File: src/rtl/fcz_pkg.sv
package fcz_pkg;

   typedef enum logic [2:0] {
      FC_ZERO,
      FC_NORM,
      FC_DENORM,
      FC_INF,
      FC_NAN,
      FC_UNSUP
   } fcz_class_e;

   // condition code layout: {equal, unordered, always-zero, less}
   localparam logic [3:0] CC_GT = 4'b0000;
   localparam logic [3:0] CC_LT = 4'b0001;
   localparam logic [3:0] CC_EQ = 4'b1000;
   localparam logic [3:0] CC_UN = 4'b1101;

   typedef struct packed {
      logic [3:0] cc;
      logic       inv;
      logic       den;
      logic       stk;
   } fcz_res_t;

endpackage

File: src/rtl/fcz_classify.sv
module fcz_classify
   import fcz_pkg::*;
#(
   parameter int EXP_W   = 15,
   parameter int MAN_W   = 64,
   parameter bit INT_BIT = 1'b1
) (
   input  logic [EXP_W-1:0] exp_i,
   input  logic [MAN_W-1:0] man_i,
   output fcz_class_e       cls_o
);

   logic exp_zero;
   logic exp_ones;

   assign exp_zero = (exp_i == '0);
   assign exp_ones = (exp_i == '1);

   generate
      if (INT_BIT) begin : g_explicit
         logic int_b;
         logic frac_nz;

         assign int_b   = man_i[MAN_W-1];
         assign frac_nz = |man_i[MAN_W-2:0];

         always_comb begin
            if (exp_ones) begin
               if (!int_b)       cls_o = FC_UNSUP;
               else if (frac_nz) cls_o = FC_NAN;
               else              cls_o = FC_INF;
            end else if (exp_zero) begin
               if (int_b || frac_nz) cls_o = FC_DENORM;
               else                  cls_o = FC_ZERO;
            end else begin
               cls_o = int_b ? FC_NORM : FC_UNSUP;
            end
         end
      end else begin : g_implicit
         logic frac_nz;

         assign frac_nz = |man_i;

         always_comb begin
            if (exp_ones)      cls_o = frac_nz ? FC_NAN : FC_INF;
            else if (exp_zero) cls_o = frac_nz ? FC_DENORM : FC_ZERO;
            else               cls_o = FC_NORM;
         end
      end
   endgenerate

endmodule

File: src/rtl/fcz_decide.sv
module fcz_decide
   import fcz_pkg::*;
(
   input  fcz_class_e cls_i,
   input  logic       sign_i,
   input  logic       empty_i,
   output fcz_res_t   res_o
);

   always_comb begin
      res_o = '{cc: CC_GT, inv: 1'b0, den: 1'b0, stk: 1'b0};
      if (empty_i) begin
         res_o.cc  = CC_UN;
         res_o.inv = 1'b1;
         res_o.stk = 1'b1;
      end else begin
         unique case (cls_i)
            FC_ZERO:   res_o.cc = CC_EQ;
            FC_NAN,
            FC_UNSUP: begin
               res_o.cc  = CC_UN;
               res_o.inv = 1'b1;
            end
            FC_DENORM: begin
               res_o.cc  = sign_i ? CC_LT : CC_GT;
               res_o.den = 1'b1;
            end
            default:   res_o.cc = sign_i ? CC_LT : CC_GT;
         endcase
      end
   end


   always_comb begin
      c1_clear_chk : assert (res_o.cc[1] == 1'b0);
   end

endmodule

File: src/rtl/fp_zero_cmp.sv
module fp_zero_cmp
   import fcz_pkg::*;
#(
   parameter int EXP_W   = 15,
   parameter int MAN_W   = 64,
   parameter bit INT_BIT = 1'b1,
   localparam int OP_W   = 1 + EXP_W + MAN_W
) (
   input  logic            clk,
   input  logic            rst_n,
   input  logic            start_i,
   input  logic            slot_empty_i,
   input  logic [OP_W-1:0] operand_i,
   output logic [3:0]      cond_o,
   output logic            inv_o,
   output logic            den_o,
   output logic            stk_o,
   output logic            done_o
);

   localparam int SIGN_POS = OP_W - 1;
   localparam int EXP_LSB  = MAN_W;

   generate
      if (EXP_W < 2) begin : g_bad_exp
         $error("fp_zero_cmp: EXP_W must be at least 2");
      end
      if (INT_BIT && MAN_W < 2) begin : g_bad_man
         $error("fp_zero_cmp: MAN_W must be at least 2 with an explicit integer bit");
      end
   endgenerate

   fcz_class_e cls;
   fcz_res_t   res_d;
   fcz_res_t   res_q;
   logic       done_q;

   fcz_classify #(
      .EXP_W   (EXP_W),
      .MAN_W   (MAN_W),
      .INT_BIT (INT_BIT)
   ) u_classify (
      .exp_i (operand_i[EXP_LSB +: EXP_W]),
      .man_i (operand_i[MAN_W-1:0]),
      .cls_o (cls)
   );

   fcz_decide u_decide (
      .cls_i   (cls),
      .sign_i  (operand_i[SIGN_POS]),
      .empty_i (slot_empty_i),
      .res_o   (res_d)
   );

   always_ff @(posedge clk or negedge rst_n) begin
      if (!rst_n) begin
         res_q  <= '0;
         done_q <= 1'b0;
      end else begin
         done_q <= start_i;
         if (start_i) res_q <= res_d;
      end
   end

   assign cond_o = res_q.cc;
   assign inv_o  = res_q.inv;
   assign den_o  = res_q.den;
   assign stk_o  = res_q.stk;
   assign done_o = done_q;


   done_pulse_chk : assert property (@(posedge clk) disable iff (!rst_n)
      !start_i |=> !done_o);


   done_follow_chk : assert property (@(posedge clk) disable iff (!rst_n)
      start_i |=> done_o);


   hold_chk : assert property (@(posedge clk) disable iff (!rst_n)
      !start_i |=> ($stable(cond_o) && $stable(inv_o) && $stable(den_o) && $stable(stk_o)));


   empty_chk : assert property (@(posedge clk) disable iff (!rst_n)
      (start_i && slot_empty_i) |=> (cond_o == CC_UN && inv_o && stk_o && !den_o));


   unord_inv_chk : assert property (@(posedge clk) disable iff (!rst_n)
      cond_o[2] |-> (cond_o[3] && cond_o[0] && inv_o));


   denorm_neq_chk : assert property (@(posedge clk) disable iff (!rst_n)
      den_o |-> (!cond_o[3] && !cond_o[2] && !inv_o));


   c1_zero_chk : assert property (@(posedge clk) disable iff (!rst_n)
      !cond_o[1]);

endmodule

File: config.mk
export PLATFORM = sky130hd
export DESIGN_NAME = fp_zero_cmp
export DESIGN_NICKNAME = d
export VERILOG_FILES = /design/src/rtl/fcz_pkg.sv /design/src/rtl/fcz_classify.sv /design/src/rtl/fcz_decide.sv /design/src/rtl/fp_zero_cmp.sv
export SDC_FILE = /design/constraint.sdc
export NUM_CORES = 1
export LEC_CHECK = 0
export ABC_AREA = 1
export BUFFER_PORTS_ARGS = -buffer_cell sky130_fd_sc_hd__buf_4
export CELL_PAD_IN_SITES_DETAIL_PLACEMENT = 1
export CELL_PAD_IN_SITES_GLOBAL_PLACEMENT = 1
export CORE_MARGIN = 4
export CORE_UTILIZATION = 20
export DETAILED_ROUTE_END_ITERATION = 8
export PLACE_DENSITY_LB_ADDON = 0.1
export RECOVER_POWER = 25
export SYNTH_ARGS = -nofsm -noshare
export SYNTH_HDL_FRONTEND = slang
export SYNTH_HIERARCHICAL = 1
export SYNTH_SLANG_ARGS = --single-unit
export TNS_END_PERCENT = 5
File: constraint.sdc
create_clock -name clk -period 1 [get_ports clk]
set_input_delay 0.2 -clock clk [delete_from_list [all_inputs] [get_ports clk]]
set_output_delay 0.2 -clock clk [all_outputs]
set_load 0.005 [all_outputs]
# ---- Yosys cells after proc, flatten, opt, wreduce, memory -nomap -nowiden
# Index checks and enable logic that the tools add are counted.
dict set report totals {
  out_inout_bits 8
  elab_cells 27
  ff_bits 8
  inputBits 84
}
dict set report classes {
  reduce_logical 5
  n_eq_ne 4
  n_mux 13
}
# operator n
set op_table {}
lappend op_table {{$reduce_or A63 Y1} 1}
lappend op_table {{$eq A15 B15 Y1 const B} 1}
lappend op_table {{$logic_not A15 Y1} 1}
lappend op_table {{$mux W3} 5}
lappend op_table {{$pmux W4 S2} 1}
lappend op_table {{$eq A3 B3 Y1 const B} 2}
lappend op_table {{$mux W1} 5}
lappend op_table {{$mux W5} 1}
lappend op_table {{$eq A3 B2 Y1 const B} 1}
lappend op_table {{$logic_not A3 Y1} 1}
lappend op_table {{$mux W2} 1}
lappend op_table {{$reduce_or A2 Y1} 1}
lappend op_table {{$logic_or A1 B1 Y1} 1}

# ---- Longest topological paths before layout
dict set report depth {
  ltp_word 9
  depth_mapped 15
  mapped_depth_nobuf 14
}

# ---- By module
# Netlist, hierarchy kept.
# mod seq_area_each_um2 cells_per_inst instances area_each_um2
set by_module_without_submodules {}
lappend by_module_without_submodules {fcz_classify 0.0 96 1 394.1}
lappend by_module_without_submodules {fp_zero_cmp 200.2 31 1 294.0}
lappend by_module_without_submodules {fcz_decide 0.0 16 1 80.1}

# ---- Worst setup path before layout
# No wires, ideal clock.
dict set report synth_path {
  path_type {input to register}
  start {input port operand_i[55]}
  end {register res_q (netlist bit cond_o[2])}
  required_ns 0.884
  setup_ns 0.116
  arrival_ns 1.200
  slack_ns -0.316
  path_stages 15
  path_buffers 1
  path_cell_list {nor2_1 > nand2_1 > nor2_1 > nand2_1 > nor2_2 > nand2_1 > nand2_1 > o21ai_1 > inv_1 > nand2_1 > nand2_1 > inv_1 > buf_4 > nand2_1 > nand2_1}
}
# item line_no
set synth_lines {}
lappend synth_lines {{start, declared} fp_zero_cmp.sv:13} ;# input logic [OP_W-1:0] operand_i,
lappend synth_lines {{end signal, assigned} fp_zero_cmp.sv:61} ;# if (start_i) res_q <= res_d;
lappend synth_lines {{end, declared} fp_zero_cmp.sv:35} ;# fcz_res_t res_q;

==> results_dict.tcl <==
set metrics [dict create \
    status "complete, but fails checks" \
    violations "setup timing" \
    synth_edf_count 0 \
    postCtsSetupBuffers 0 \
    synth_ff_type "dfrtp_1" \
    cts_tree "done" \
    die_h_um 70.0 \
    cts_buffer_depth 2 \
    fmax_ghz 0.791 \
    drtAntennaViolNets 0 \
    r2r_slack_ps 380 \
    hold_viol_final 0 \
    start_kind "input port" \
    power_density_mw_per_mm2 718 \
    drc 0 \
    synth_area_leaders "nand2_1 30%, dfrtp_1 26%, nor2_1 22%, nor2_2 3.3%, buf_4 2.9%" \
    clkSinkCount 8 \
    synth_top_cell_area_share_pct 29.8 \
    io_buffers 91 \
    drt_iter0_markers 34 \
    clock_skew_ps 0 \
    fin_ws_ps -264 \
    whs_ps 162 \
    hold_path_class "input port to register" \
    min-delay-start "start_i" \
    grt_usage_pct 12.9 \
    detail_route.wirelength_um 3280 \
    holdPathEnd "done_o" \
    grt_pass1_wl_um 5310 \
    clkTransAtPathRegs_ps 40 \
    p_leak_nw 0.836 \
    final_max_slew_viol_count 0 \
    synth_nets 227 \
    rr_endpoint "cond_o[0]" \
    cp.arrival_ps 1380 \
    avgSynthCellArea_um2 5.37 \
    yosys.area.top_type "nand2_1" \
    min_period_ps 1260 \
    synthArstFlopShare_pct 100 \
    layout.nets 322 \
    row_count 22 \
    period_share_pct 126 \
    holdPathStages 1 \
    grt_pass1_vias 1376 \
    die_w_um 70.0 \
    crit_path_end_kind "register" \
    path_cells "buf_4 > nor2_4 > nand2_1 > nor2_1 > nand2_1 > nor2_2 > nand2_1 > nand2_1 > o21ai_2 > inv_1 > nand2_1 > nand2_2 > inv_1 > nand2_1 > nand2_1" \
    cts_buffers 3 \
    die-area_mm2 0.00490 \
    slowest_delay_ps 150 \
    fin_util_pct 46.5 \
    vias 1214 \
    yosysWarningCount 6 \
    clock_latency_ps 220 \
    finalSetupTns_ps -1250 \
    slowest_stage "nor2_2" \
    setup_viol 5 \
    seqCellArea_um2 200 \
    peakVddDrop_uv 281 \
    vias_per_cell 4.27 \
    synth-seq-cells 8 \
    drtPass1Iterations 4 \
    maxCapViolCount 0 \
    hpwlAfterDp_um 2930 \
    seq_area_frac_synth_pct 26.1 \
    reg2regPathDepth 2 \
    antenna_found_initial 0 \
    htree_levels 1 \
    grt_max_degree 10 \
    area_growth_syn_to_layout_pct 123 \
    synthCells 143 \
    drive_gt1_share_pct 55.5 \
    r2r-start "cond_o[0]" \
    synth_commonest_cells "61 x nand2_1, 46 x nor2_1, 8 x dfrtp_1" \
    start_util_pct 20.8 \
    multi_input_area_um2 637 \
    n_antenna_cell 0 \
    crit_fanout 3 \
    ios 92 \
    overflow 0 \
    num-fill-cells 500 \
    required_ps 1110 \
    coreArea_mm2 0.00369 \
    crit_top_cell "nand2_1" \
    critPathKind "input port to register" \
    wl_per_cell_um 11.5 \
    rsz0062_at_grt "yes" \
    clock_tree.root_cell "clkbuf_8" \
    syn_area_um2 768 \
    yosysMostFrequentCell "nand2_1" \
    gp_congestion 0.712 \
    synth_cell_type_count 19 \
]
repair_timing:
item | CTS | global route
setup endpoints to repair | 5 | 5
gates resized for setup | 11 | 28
hold buffers | 1 | 0
pin swaps | 17 | 22
endpoints found under the hold margin | 8 | 0
state kept, by name (all words and copies together) (netlist names):
name	count
inv_o	1
stk_o	1
den_o	1
done_o	1
cond_o	4
how the worst max path moves through the flow:
stage                        startpoint  slack [ps]   endpoint  cells after the start
final                     operand_i[35]        -260      inv_o                     15
after global routing      operand_i[16]        -430  cond_o[3]                     15
after CTS                 operand_i[52]        -240  cond_o[0]                     15
after detailed placement   operand_i[7]        -510  cond_o[0]                     15
after global placement    operand_i[13]        -460      den_o                     13
after floorplan            operand_i[5]        -300  cond_o[2]                     15
placed cells by master (no fill, tap or decap), types with 2 or more instances in the layout:
cell and n:
nand3b_1 2, nor2_1 25, inv_1 5, dfrtp_1 8, buf_4 80, nor2_4 11
clkbuf_8 3, buf_6 12, inv_2 2, nand2_2 7, nor2_2 14, nand2_1 54
metrics by stage:
stage | power [mW] | cells | cell area [um2] | setup slack (ps)
2_1_floorplan | 0.476 | 143 | 818 | -302
3_5_place_dp | 0.809 | 280 | 1540 | -515
4_1_cts | 1.21 | 284 | 1630 | -244
6_report | 1.23 | 284 | 1710 | -264
5_1_grt | 1.32 | 284 | 1710 | -435
3_3_place_gp | 0.787 | 280 | 1540 | -464
critical path, delay by kind of cell:
kind            cells  cell delay (ps)
simple gates       11              880
buf+inv             3              240
compound gates      1               60
where the power goes:
part	switching [mW]	internal [mW]	leakage [nW]	total [mW]
Sequential	0.0128	0.349	0.0954	0.362
Combinational	0.172	0.316	0.719	0.488
Clock	0.121	0.260	0.0216	0.381
Total	0.306	0.925	0.836	1.23
cells by family after synthesis:
logic type      Yosys count  synth area share (%)
buf+inv                  11                  7.82
compound gates            3                  1.95
simple gates            120                  63.7
other cells               1                 0.488
flops                     8                  26.1
metal layers:
| layer | GRT usage, % | routed length, um | vias to the layer above |
|---|---|---|---|
| li1 | - | - | 617 |
| met1 | 12.5 | 1070 | 548 |
| met2 | 26.4 | 1940 | 47 |
| met3 | 3.02 | 239 | 2 |
| met4 | 3.19 | 21 | 0 |
| met5 | 0 | 0 | - |
cell type report:
cell class | count | area share [%]
timing repair buffer | 94 | 43.7
multi-input combinational | 124 | 37.2
sequential | 8 | 11.7
tap | 48 | 3.50
clock buffer | 3 | 2.41
inverter | 7 | 1.53
Power figures use the tool's default switching activity.
